## src/rtl/fcr_pkg.sv

```systemverilog
package fcr_pkg;
  typedef enum logic [1:0] {
    FC_NONE = 2'd0,
    FC_RX   = 2'd1,
    FC_TX   = 2'd2,
    FC_FULL = 2'd3
  } fc_mode_e;
endpackage

```

## src/rtl/fcr_req_decode.sv

```systemverilog
module fcr_req_decode
  import fcr_pkg::*;
#(
  parameter int unsigned REQ_W        = 3,
  parameter int unsigned DEFAULT_CODE = 4
) (
  input  logic [REQ_W-1:0] req_i,
  output fc_mode_e         mode_o,
  output logic             valid_o
);
  localparam logic [REQ_W-1:0] DefCode = REQ_W'(DEFAULT_CODE);

  generate
    if (REQ_W > 2) begin : g_wide
      logic in_range, is_def;
      assign in_range = ~|req_i[REQ_W-1:2];
      assign is_def   = (req_i == DefCode);
      assign valid_o  = in_range | is_def;
      assign mode_o   = is_def ? FC_FULL : fc_mode_e'(req_i[1:0]);
    end else begin : g_narrow
      assign valid_o = 1'b1;
      assign mode_o  = fc_mode_e'(req_i[1:0]);
    end
  endgenerate
endmodule

```

## src/rtl/fcr_pause_resolve.sv

```systemverilog
module fcr_pause_resolve
  import fcr_pkg::*;
(
  input  fc_mode_e req_i,
  input  logic     strict_i,
  input  logic     full_duplex_i,
  input  logic     loc_pause_i,
  input  logic     loc_asm_i,
  input  logic     lp_pause_i,
  input  logic     lp_asm_i,
  output fc_mode_e mode_o
);
  fc_mode_e adv_mode;

  always_comb begin
    if (loc_pause_i && lp_pause_i)
      adv_mode = (req_i == FC_FULL) ? FC_FULL : FC_RX;
    else if (!loc_pause_i && loc_asm_i && lp_pause_i && lp_asm_i)
      adv_mode = FC_TX;
    else if (loc_pause_i && loc_asm_i && !lp_pause_i && lp_asm_i)
      adv_mode = FC_RX;
    else if (req_i == FC_NONE || req_i == FC_TX || strict_i)
      adv_mode = FC_NONE;
    else
      adv_mode = FC_RX; // lenient fallback: accept pause frames
  end

  assign mode_o = full_duplex_i ? adv_mode : FC_NONE;
endmodule

```

## src/rtl/fcr_out_reg.sv

```systemverilog
module fcr_out_reg
  import fcr_pkg::*;
(
  input  logic       clk_i,
  input  logic       rst_ni,
  input  logic       start_i,
  input  logic       load_i,
  input  logic       err_i,
  input  fc_mode_e   mode_i,
  output logic [1:0] mode_o,
  output logic       tx_en_o,
  output logic       rx_en_o,
  output logic       done_o,
  output logic       cfg_err_o
);
  always_ff @(posedge clk_i or negedge rst_ni) begin
    if (!rst_ni) begin
      mode_o    <= 2'd0;
      tx_en_o   <= 1'b0;
      rx_en_o   <= 1'b0;
      done_o    <= 1'b0;
      cfg_err_o <= 1'b0;
    end else begin
      done_o <= start_i;
      if (start_i && load_i) begin
        mode_o    <= mode_i;
        tx_en_o   <= (mode_i == FC_TX) || (mode_i == FC_FULL);
        rx_en_o   <= (mode_i == FC_RX) || (mode_i == FC_FULL);
        cfg_err_o <= 1'b0;
      end else if (start_i && err_i) begin
        cfg_err_o <= 1'b1;
      end
    end
  end

  a_r1_enable_map: assert property (@(posedge clk_i) disable iff (!rst_ni)
    (tx_en_o == mode_o[1]) && (rx_en_o == mode_o[0]));

  a_r11_done_after_start: assert property (@(posedge clk_i) disable iff (!rst_ni)
    done_o |-> $past(start_i));

  a_r11_hold_without_start: assert property (@(posedge clk_i) disable iff (!rst_ni)
    !start_i |=> ($stable(mode_o) && $stable(cfg_err_o) && !done_o));

  a_r10_err_keeps_mode: assert property (@(posedge clk_i) disable iff (!rst_ni)
    (start_i && err_i && !load_i) |=> (cfg_err_o && $stable(mode_o)));
endmodule

```

## src/rtl/pause_fc_resolver.sv

```systemverilog
module pause_fc_resolver
  import fcr_pkg::*;
#(
  parameter int unsigned REQ_W        = 3,
  parameter int unsigned DEFAULT_CODE = 4
) (
  input  logic             clk_i,
  input  logic             rst_ni,
  input  logic             start_i,
  input  logic             an_enable_i,
  input  logic             an_failed_i,
  input  logic             an_complete_i,
  input  logic [REQ_W-1:0] req_mode_i,
  input  logic             strict_i,
  input  logic             full_duplex_i,
  input  logic             loc_pause_i,
  input  logic             loc_asm_dir_i,
  input  logic             lp_pause_i,
  input  logic             lp_asm_dir_i,
  output logic [1:0]       mode_o,
  output logic             tx_fc_en_o,
  output logic             rx_fc_en_o,
  output logic             done_o,
  output logic             cfg_err_o
);
  fc_mode_e req_mode, neg_mode, next_mode;
  logic     req_valid, forced, skip, load, err;

  fcr_req_decode #(.REQ_W(REQ_W), .DEFAULT_CODE(DEFAULT_CODE)) u_dec (
    .req_i   (req_mode_i),
    .mode_o  (req_mode),
    .valid_o (req_valid)
  );

  fcr_pause_resolve u_res (
    .req_i         (req_mode),
    .strict_i      (strict_i),
    .full_duplex_i (full_duplex_i),
    .loc_pause_i   (loc_pause_i),
    .loc_asm_i     (loc_asm_dir_i),
    .lp_pause_i    (lp_pause_i),
    .lp_asm_i      (lp_asm_dir_i),
    .mode_o        (neg_mode)
  );

  assign forced    = an_failed_i | ~an_enable_i;
  assign skip      = ~forced & ~an_complete_i;
  assign next_mode = forced ? req_mode : neg_mode;
  assign load      = ~skip & req_valid;
  assign err       = ~skip & ~req_valid;

  fcr_out_reg u_out (
    .clk_i     (clk_i),
    .rst_ni    (rst_ni),
    .start_i   (start_i),
    .load_i    (load),
    .err_i     (err),
    .mode_i    (next_mode),
    .mode_o    (mode_o),
    .tx_en_o   (tx_fc_en_o),
    .rx_en_o   (rx_fc_en_o),
    .done_o    (done_o),
    .cfg_err_o (cfg_err_o)
  );

  a_r7_half_duplex_none: assert property (@(posedge clk_i) disable iff (!rst_ni)
    (start_i && !forced && an_complete_i && req_valid && !full_duplex_i)
      |=> (mode_o == 2'd0 && !tx_fc_en_o && !rx_fc_en_o));

  a_r9_skip_keeps_state: assert property (@(posedge clk_i) disable iff (!rst_ni)
    (start_i && skip) |=> ($stable(mode_o) && $stable(cfg_err_o) && done_o));

  a_r8_forced_applies_request: assert property (@(posedge clk_i) disable iff (!rst_ni)
    (start_i && forced && req_valid) |=> (mode_o == $past(req_mode)));
endmodule

```

## config.mk

```make
export PLATFORM = sky130hd
export DESIGN_NAME = pause_fc_resolver
export DESIGN_NICKNAME = d
export VERILOG_FILES = /design/src/rtl/fcr_pkg.sv /design/src/rtl/fcr_req_decode.sv /design/src/rtl/fcr_pause_resolve.sv /design/src/rtl/fcr_out_reg.sv /design/src/rtl/pause_fc_resolver.sv
export SDC_FILE = /design/constraint.sdc
export NUM_CORES = 1
export LEC_CHECK = 0
export CAP_MARGIN = 40
export CORE_AREA = 3 3 40 42
export DETAILED_ROUTE_END_ITERATION = 6
export DIE_AREA = 0 0 43 45
export PLACE_DENSITY_LB_ADDON = 0.1
export SLEW_MARGIN = 20
export SYNTH_ARGS = -nofsm -noshare
export SYNTH_HDL_FRONTEND = slang
export SYNTH_SLANG_ARGS = --single-unit
```

## constraint.sdc

```tcl
create_clock -name clk_i -period 0.8 [get_ports clk_i]
set_input_delay 0.16 -clock clk_i [delete_from_list [all_inputs] [get_ports clk_i]]
set_output_delay 0.16 -clock clk_i [all_outputs]
set_load 0.05 [all_outputs]
```

==> results by group, run 1 <==
Drt
  • Post-DRT Antenna Nets: 0
  • WL/cell: 10.70 µm
  • Total Wirelength: 920 µm
  • DRT iter0 DRCs: 0
  • Number of vias per cell: 4.477
  • TritonRoute pass-1 iters: 1
  • Vias: 385
  • DR DRC count: 0

Pwr
  • Power, Total: 1.249 mW
  • Leak: 0.3463 nW
  • Seq pwr share: 27.3%
  • Combinational share of power: 49.2%
  • Total internal power: 811.9 µW
  • Cell Pwr Density: 1656 mW/mm²
  • P_sw: 437.3 µW
  • Switching power share of the total: 35.01%
  • Clock power share: 23.5%
  • Peak VDD IR: 537.3 µV

Placed design
  • Hpwl dp: 708.5 µm
  • Area post-placement: 633.1 µm²
  • Port bufs: 20
  • Placed Cells incl. Taps: 75
  • Gpl congestion: 0.8027

STA
  • Setup violators final: 9
  • Setup ws final: -0.2105 ns
  • Fin crit period: 1.010 ns
  • Max-slew violations: 0
  • Fmax: 0.9897 GHz
  • Slew @ Worst Pin: 0.2445 ns
  • RSZ-0062 raised after global routing: yes
  • Final Hold Fails: 0
  • Tcrit/Tclk final: 126.3%
  • Hold_ws: 0.1323 ns
  • Slew HR: 83.70%
  • Post-Route Skew: 0 ns

Final layout
  • Layout area overhead: 153.4%
  • Final core utilization: 58.71%
  • Fin cells: 86
  • Antenna cell count: 0
  • Most common cell after layout, fill and taps aside: buf_4
  • Leading cell types in the layout, fill and taps excluded: buf_4, buf_6, buf_12, clkbuf_2
  • Final nets: 87
  • Share of cells above drive strength 1: 69.01%
  • Post-Layout Inst Area: 754.5 µm²

Clock tree
  • Max clock buf depth: 2
  • TritonCTS clock tree: built
  • CTS buffer count: 3
  • Clock transition at path regs: 0.04 ns
  • Clk sinks: 5
  • # H-tree levels: 1
  • Clk Tree Root Cell: clkbuf_4
  • Hold_buf cts: 0
  • Clk_lat worst skew: 0.24 ns

Floorplanning
  • Num rows: 13
  • Initial Utilization: 23.17%
  • Core ar.: 0.001285 mm²
  • Die Wd: 43 µm
  • Chip height: 45 µm
  • Die area: 0.001935 mm²
  • I/O Pins: 21

Worst setup path
  • Crit-path slowest cell: dfrtp_2
  • Critical path class: flip-flop to output pin
  • WP buf/inv: 1
  • R2R Setup Slk: -0.01 ns
  • Worst Setup End Kind: output pin
  • CP Launch Point: u_out.tx_en_o$_DFFE_PN0P_
  • R2r worst-path depth: 3
  • Arrival @ worst endpoint: 0.85 ns
  • Reg-to-reg endpoint: u_out.rx_en_o$_DFFE_PN0P_
  • Crit Path Max Fanout: 3
  • WP depth: 1
  • Req. time, crit path: 0.64 ns
  • Crit start category: flip-flop
  • Reg2reg start: u_out.rx_en_o$_DFFE_PN0P_
  • CP top delay family: flip-flops
  • CP endpoint: tx_fc_en_o
  • Max incr delay on CP: 0.44 ns
  • Crit path cell chain: buf_12

Hold path
  • Min-delay worst type: primary input to async pin

Logic synthesis
  • Dominant cell type by area after synthesis: dfrtp_1
  • Post-synth top area share: 42.02%
  • Synthesized instance count: 34
  • Area contributors post-synth: dfrtp_1, o21ai_0, a21oi_1, nand3_1, a21o_1
  • Synth unique cells: 16
  • Synth Register Bits: 5
  • Synth Cell Area: 297.8 µm²
  • Sequential area share after synthesis: 42.02%
  • Average size of a mapped cell: 8.758 µm²
  • Number of synthesis warnings: 0
  • Syn_nets: 49

GRT
  • Global-route wire length before repair: 1524 µm
  • Initial antenna violation count: 0
  • Largest net degree at the start of global routing: 6
  • Overall routing resource usage: 10.79%
  • Vias in the first global route: 393
  • Grt ovf: 0

Status
  • Status: complete, but fails checks
  • Violated checks: setup timing

Run
  • Max Cap Violations: 0
[power groups by stage]
stage | Combinational, mW | Clock, mW | Sequential, mW
6_report | 0.614 | 0.293 | 0.342
5_1_grt | 0.648 | 0.316 | 0.346
4_1_cts | 0.563 | 0.303 | 0.341
3_5_place_dp | 0.527 | 0 | 0.344
2_1_floorplan | 0.112 | 0 | 0.438
3_3_place_gp | 0.524 | 0 | 0.341
[state kept, by name, indices dropped and copies added (netlist names)]
register	flops
u_out.rx_en_o	1
u_out.done_o	1
u_out.tx_en_o	1
u_out.mode_o	1
u_out.cfg_err_o	1
[metrics by stage]
| step | setup TNS (ns) | worst slack, ns |
|---|---|---|
| after floorplan | -0.4346 | -0.1521 |
| after global placement | -2.488 | -0.6179 |
| after detailed placement | -2.553 | -0.6387 |
| after CTS | -1.237 | -0.2188 |
| after global routing | -1.415 | -0.2330 |
| final | -1.172 | -0.2105 |
[synth_stat cells]
cell and n:
a21o_1 2, nand3_1 3, o211a_1 1, dfrtp_1 5
o21ai_0 6, or4_1 1, a31oi_1 1, inv_1 2
nand2b_1 2, buf_4 1, nand2_1 1, nor2_1 2
nand2b_4 1, a311oi_1 1, a21oi_1 4, o211ai_1 1
[area by class of cell]
class	count	area, µm²
Sequential cell	5	130.1
Clock buffer	4	26.28
Multi-Input combinational cell	26	235.2
Inverter	2	7.507
Tap cell	15	18.77
Fill cell	111	530.5
Timing Repair Buffer	34	336.6
[worst min path at each step]
| stage | slack (ns) | to | cells past startpoint | start |
|---|---|---|---|---|
| after CTS | 0.13 | u_out.rx_en_o$_DFFE_PN0P_ | 1 | rst_ni |
| final | 0.13 | u_out.done_o$_DFF_PN0_ | 1 | rst_ni |
| after global placement | 0.39 | u_out.done_o$_DFF_PN0_ | 1 | rst_ni |
| after global routing | 0.16 | u_out.done_o$_DFF_PN0_ | 1 | rst_ni |
| after floorplan | -0.14 | u_out.cfg_err_o$_DFFE_PN0P_ | 0 | rst_ni |
| after detailed placement | 0.39 | u_out.done_o$_DFF_PN0_ | 1 | rst_ni |
[timing repair]
action | CTS | global route
buffers inserted | 5 | 2
pin swaps | 10 | 7
setup endpoints to repair | 10 | 10
gates resized for setup | 41 | 19
gates cloned | 0 | 0
[per-layer routing]
layer	wire length, µm	vias to the layer above	global-route usage (%)
met5	0	-	0
met4	0	0	10.84
met3	66	0	0.7968
met2	507	13	17.66
met1	346	170	12.22
li1	-	202	-
[kinds of logic (layout without fill, tap and decap cells)]
| family | after synthesis | after routing | share of synthesized area [%] |
|---|---|---|---|
| AO/OA/AOI/OAI | 16 | 16 | 32.78 |
| buffers and inverters | 3 | 40 | 5.044 |
| AND/OR/NAND/NOR | 10 | 10 | 20.17 |
| flip-flops | 5 | 5 | 42.02 |
Power figures use the tool's default switching activity.
==> run 2: changes to the inputs <==
--- a/config.mk
+++ b/config.mk
@@ -7,6 +7,7 @@
 export LEC_CHECK = 0
 export CAP_MARGIN = 40
 export CORE_AREA = 3 3 40 42
+export CTS_CLUSTER_SIZE = 10
 export DETAILED_ROUTE_END_ITERATION = 6
 export DIE_AREA = 0 0 43 45
 export PLACE_DENSITY_LB_ADDON = 0.1
==> results of run 2 <==
The final DEF is identical to that of run 1; final timing and power are the same.
==> run 3: changes to the inputs <==
--- a/config.mk
+++ b/config.mk
@@ -10,6 +10,7 @@
 export CTS_CLUSTER_SIZE = 10
 export DETAILED_ROUTE_END_ITERATION = 6
 export DIE_AREA = 0 0 43 45
+export GPL_TIMING_DRIVEN = 0
 export PLACE_DENSITY_LB_ADDON = 0.1
 export SLEW_MARGIN = 20
 export SYNTH_ARGS = -nofsm -noshare
==> run 3 against run 2 <==
Compared with the run above: first-iteration DRC count grew 7; cell count shrank 13%; the run still ends with setup timing left; highest routed layer unchanged; worst setup slack lost 0.059 ns; die area is the same.
==> results by group, run 3 (synthesis results as in run 1) <==
Status
  • Status: complete, but fails checks (unchanged)
  • Violated checks: setup timing (unchanged)

GRT
  • Initial antenna violation count: 0 (unchanged)
  • Grt ovf: 0 (unchanged)
  • Overall routing resource usage: 8.117% (was 10.79%)
  • Global-route wire length before repair: 1138 µm (was 1524 µm)
  • Largest net degree at the start of global routing: 6 (unchanged)
  • Vias in the first global route: 285 (was 393)

Clock tree
  • Clk_lat worst skew: 0.24 ns (about the same)
  • Max clock buf depth: 2 (unchanged)
  • Clk sinks: 5 (unchanged)
  • TritonCTS clock tree: built (unchanged)
  • Clock transition at path regs: 0.04 ns (about the same)
  • Hold_buf cts: 0 (unchanged)
  • # H-tree levels: 1 (unchanged)
  • Clk Tree Root Cell: clkbuf_4 (unchanged)
  • CTS buffer count: 3 (unchanged)

Placed design
  • Port bufs: 20 (unchanged)
  • Area post-placement: 528.0 µm² (was 633.1 µm²)
  • Gpl congestion: 0.6617 (was 0.8027)
  • Dpl ws: -0.6676 ns (was -0.6387 ns)
  • Placed Cells incl. Taps: 69 (was 75)

Pwr
  • Clock power share: 27.1% (was 23.5%)
  • Total internal power: 674.5 µW (was 811.9 µW)
  • Seq pwr share: 30.4% (was 27.3%)
  • Leak: 0.2587 nW (was 0.3463 nW)
  • Switching power share of the total: 36.54% (was 35.01%)
  • P_sw: 388.3 µW (was 437.3 µW)
  • Cell Pwr Density: 1788 mW/mm² (was 1656 mW/mm²)
  • Peak VDD IR: 420.1 µV (was 537.3 µV)
  • Combinational share of power: 42.5% (was 49.2%)

Floorplanning
  • Chip height: 45 µm (unchanged)
  • Die Wd: 43 µm (unchanged)
  • Core ar.: 0.001285 mm² (unchanged)
  • Initial Utilization: 23.17% (unchanged)
  • Num rows: 13 (unchanged)
  • I/O Pins: 21 (unchanged)
  • Die area: 0.001935 mm² (unchanged)

Worst setup path
  • R2R Setup Slk: 0.08 ns (was -0.01 ns)
  • Reg-to-reg endpoint: u_out.rx_en_o$_DFFE_PN0P_ (unchanged)
  • Crit path cell chain: buf_6 > buf_8 (was buf_12)
  • Crit start category: flip-flop (unchanged)
  • CP endpoint: mode_o[1] (was tx_fc_en_o)
  • Req. time, crit path: 0.64 ns (about the same)
  • Crit Path Max Fanout: 3 (unchanged)
  • Arrival @ worst endpoint: 0.91 ns (was 0.85 ns)
  • Max incr delay on CP: 0.41 ns (was 0.44 ns)
  • Crit-path slowest cell: dfrtp_2 (unchanged)
  • Critical path class: flip-flop to output pin (unchanged)
  • Worst Setup End Kind: output pin (unchanged)
  • Reg2reg start: u_out.rx_en_o$_DFFE_PN0P_ (unchanged)
  • R2r worst-path depth: 2 (was 3)
  • CP Launch Point: u_out.tx_en_o$_DFFE_PN0P_ (unchanged)

STA
  • Max-slew violations: 0 (unchanged)
  • Final TNS setup: -1.193 ns (was -1.172 ns)
  • Slew HR: 82.96% (was 83.70%)
  • Setup ws final: -0.2696 ns (was -0.2105 ns)
  • Slew @ Worst Pin: 0.2556 ns (was 0.2445 ns)
  • Fin crit period: 1.070 ns (was 1.010 ns)
  • RSZ-0062 raised after global routing: yes (unchanged)
  • Fmax: 0.9349 GHz (was 0.9897 GHz)
  • Final Hold Fails: 0 (unchanged)
  • Post-Route Skew: 0 ns (unchanged)
  • Setup violators final: 9 (unchanged)
  • Tcrit/Tclk final: 133.7% (was 126.3%)

Drt
  • DRT iter0 DRCs: 7 (was 0)
  • DR DRC count: 0 (unchanged)
  • WL/cell: 10.35 µm (was 10.70 µm)
  • Number of vias per cell: 4.600 (was 4.477)
  • Post-DRT Antenna Nets: 0 (unchanged)
  • Vias: 345 (was 385)
  • TritonRoute pass-1 iters: 2 (was 1)
  • Total Wirelength: 776 µm (was 920 µm)

Final layout
  • Most common cell after layout, fill and taps aside: buf_6 (was buf_4)
  • Post-Layout Inst Area: 594.3 µm² (was 754.5 µm²)
  • Antenna cell count: 0 (unchanged)
  • Layout area overhead: 99.58% (was 153.4%)
  • Final nets: 76 (was 87)
  • Share of cells above drive strength 1: 53.33% (was 69.01%)
  • Fin cells: 75 (was 86)
  • Sequential cell area: 130.1 µm² (unchanged)
  • FILL cells: 139 (was 111)
  • Leading cell types in the layout, fill and taps excluded: buf_6, buf_2, dfrtp_2 (was buf_4, buf_6, buf_12, clkbuf_2)
  • Multi-input gate area: 206.4 µm² (was 235.2 µm²)

Hold path
  • Min-delay src: start_i
  • Min-delay worst type: primary input to flip-flop (was primary input to async pin)

Run
  • Max Cap Violations: 0 (unchanged)
-- run 3: cell types whose count changed in the layout (fill, tap and decap cells not counted), sizes merged --
cell | before | now
clkbuf | 9 | 6
dlygate4sd2 | 3 | 2
clkdlybuf4s15 | 0 | 3
buf | 25 | 15
-- run 3: worst min-delay path by stage --
stage / slack, ns / to / cells after the start
floorplan: -0.14 / u_out.cfg_err_o$_DFFE_PN0P_ / 0
global placement: 0.40 / u_out.done_o$_DFF_PN0_ / 1
detailed placement: 0.39 / u_out.done_o$_DFF_PN0_ / 1
CTS: 0.14 / u_out.mode_o[0]$_DFFE_PN0P_ / 1
global route: 0.11 / u_out.done_o$_DFF_PN0_ / 1
finish: 0.11 / u_out.done_o$_DFF_PN0_ / 1
-- run 3: layout make-up --
type / count / share of cell area, %
multi-input combinational: 26 / 34.74
buffer: 1 / 1.895
clock buffer: 4 / 4.421
inverter: 2 / 1.263
timing repair buffer: 22 / 32.63
tap: 15 / 3.158
sequential: 5 / 21.89
-- run 3: layer usage --
metal / vias to the layer above / share of wire (%) / GRT usage (%)
li1: 181 / - / -
met1: 149 / 45 / 9.780
met2: 15 / 48 / 12.57
met3: 0 / 7.1 / 1.195
met4: 0 / 0 / 7.229
met5: - / 0 / 0
-- run 3: critical path: cells and delay by family, from the launching register on --
kind,cells,cell delay (ns)
buffers and inverters,2,0.26
DFF,1,0.41
-- run 3: repair_timing --
item / CTS / global route
buffers inserted: 1 / 1
resized for setup: 84 / 9
pin swaps: 8 / 6
setup endpoints to repair: 10 / 9
-- run 3: power by group through the flow --
stage	combinational (mW)	sequential, mW	clock, mW
floorplan	0.112	0.438	0
global placement	0.418	0.317	0
detailed placement	0.419	0.318	0
CTS	0.442	0.322	0.290
global route	0.478	0.328	0.310
finish	0.452	0.323	0.288
-- run 3: per-stage QoR --
step                      hold slack, ns  power (mW)  utilization (%)
final                             0.1138       1.063            46.25
after global routing              0.1128       1.116            46.25
after CTS                         0.1441       1.054            45.28
after detailed placement          0.3928      0.7365            41.09
after global placement            0.3964      0.7349            41.09
after floorplan                  -0.1356      0.5505                -
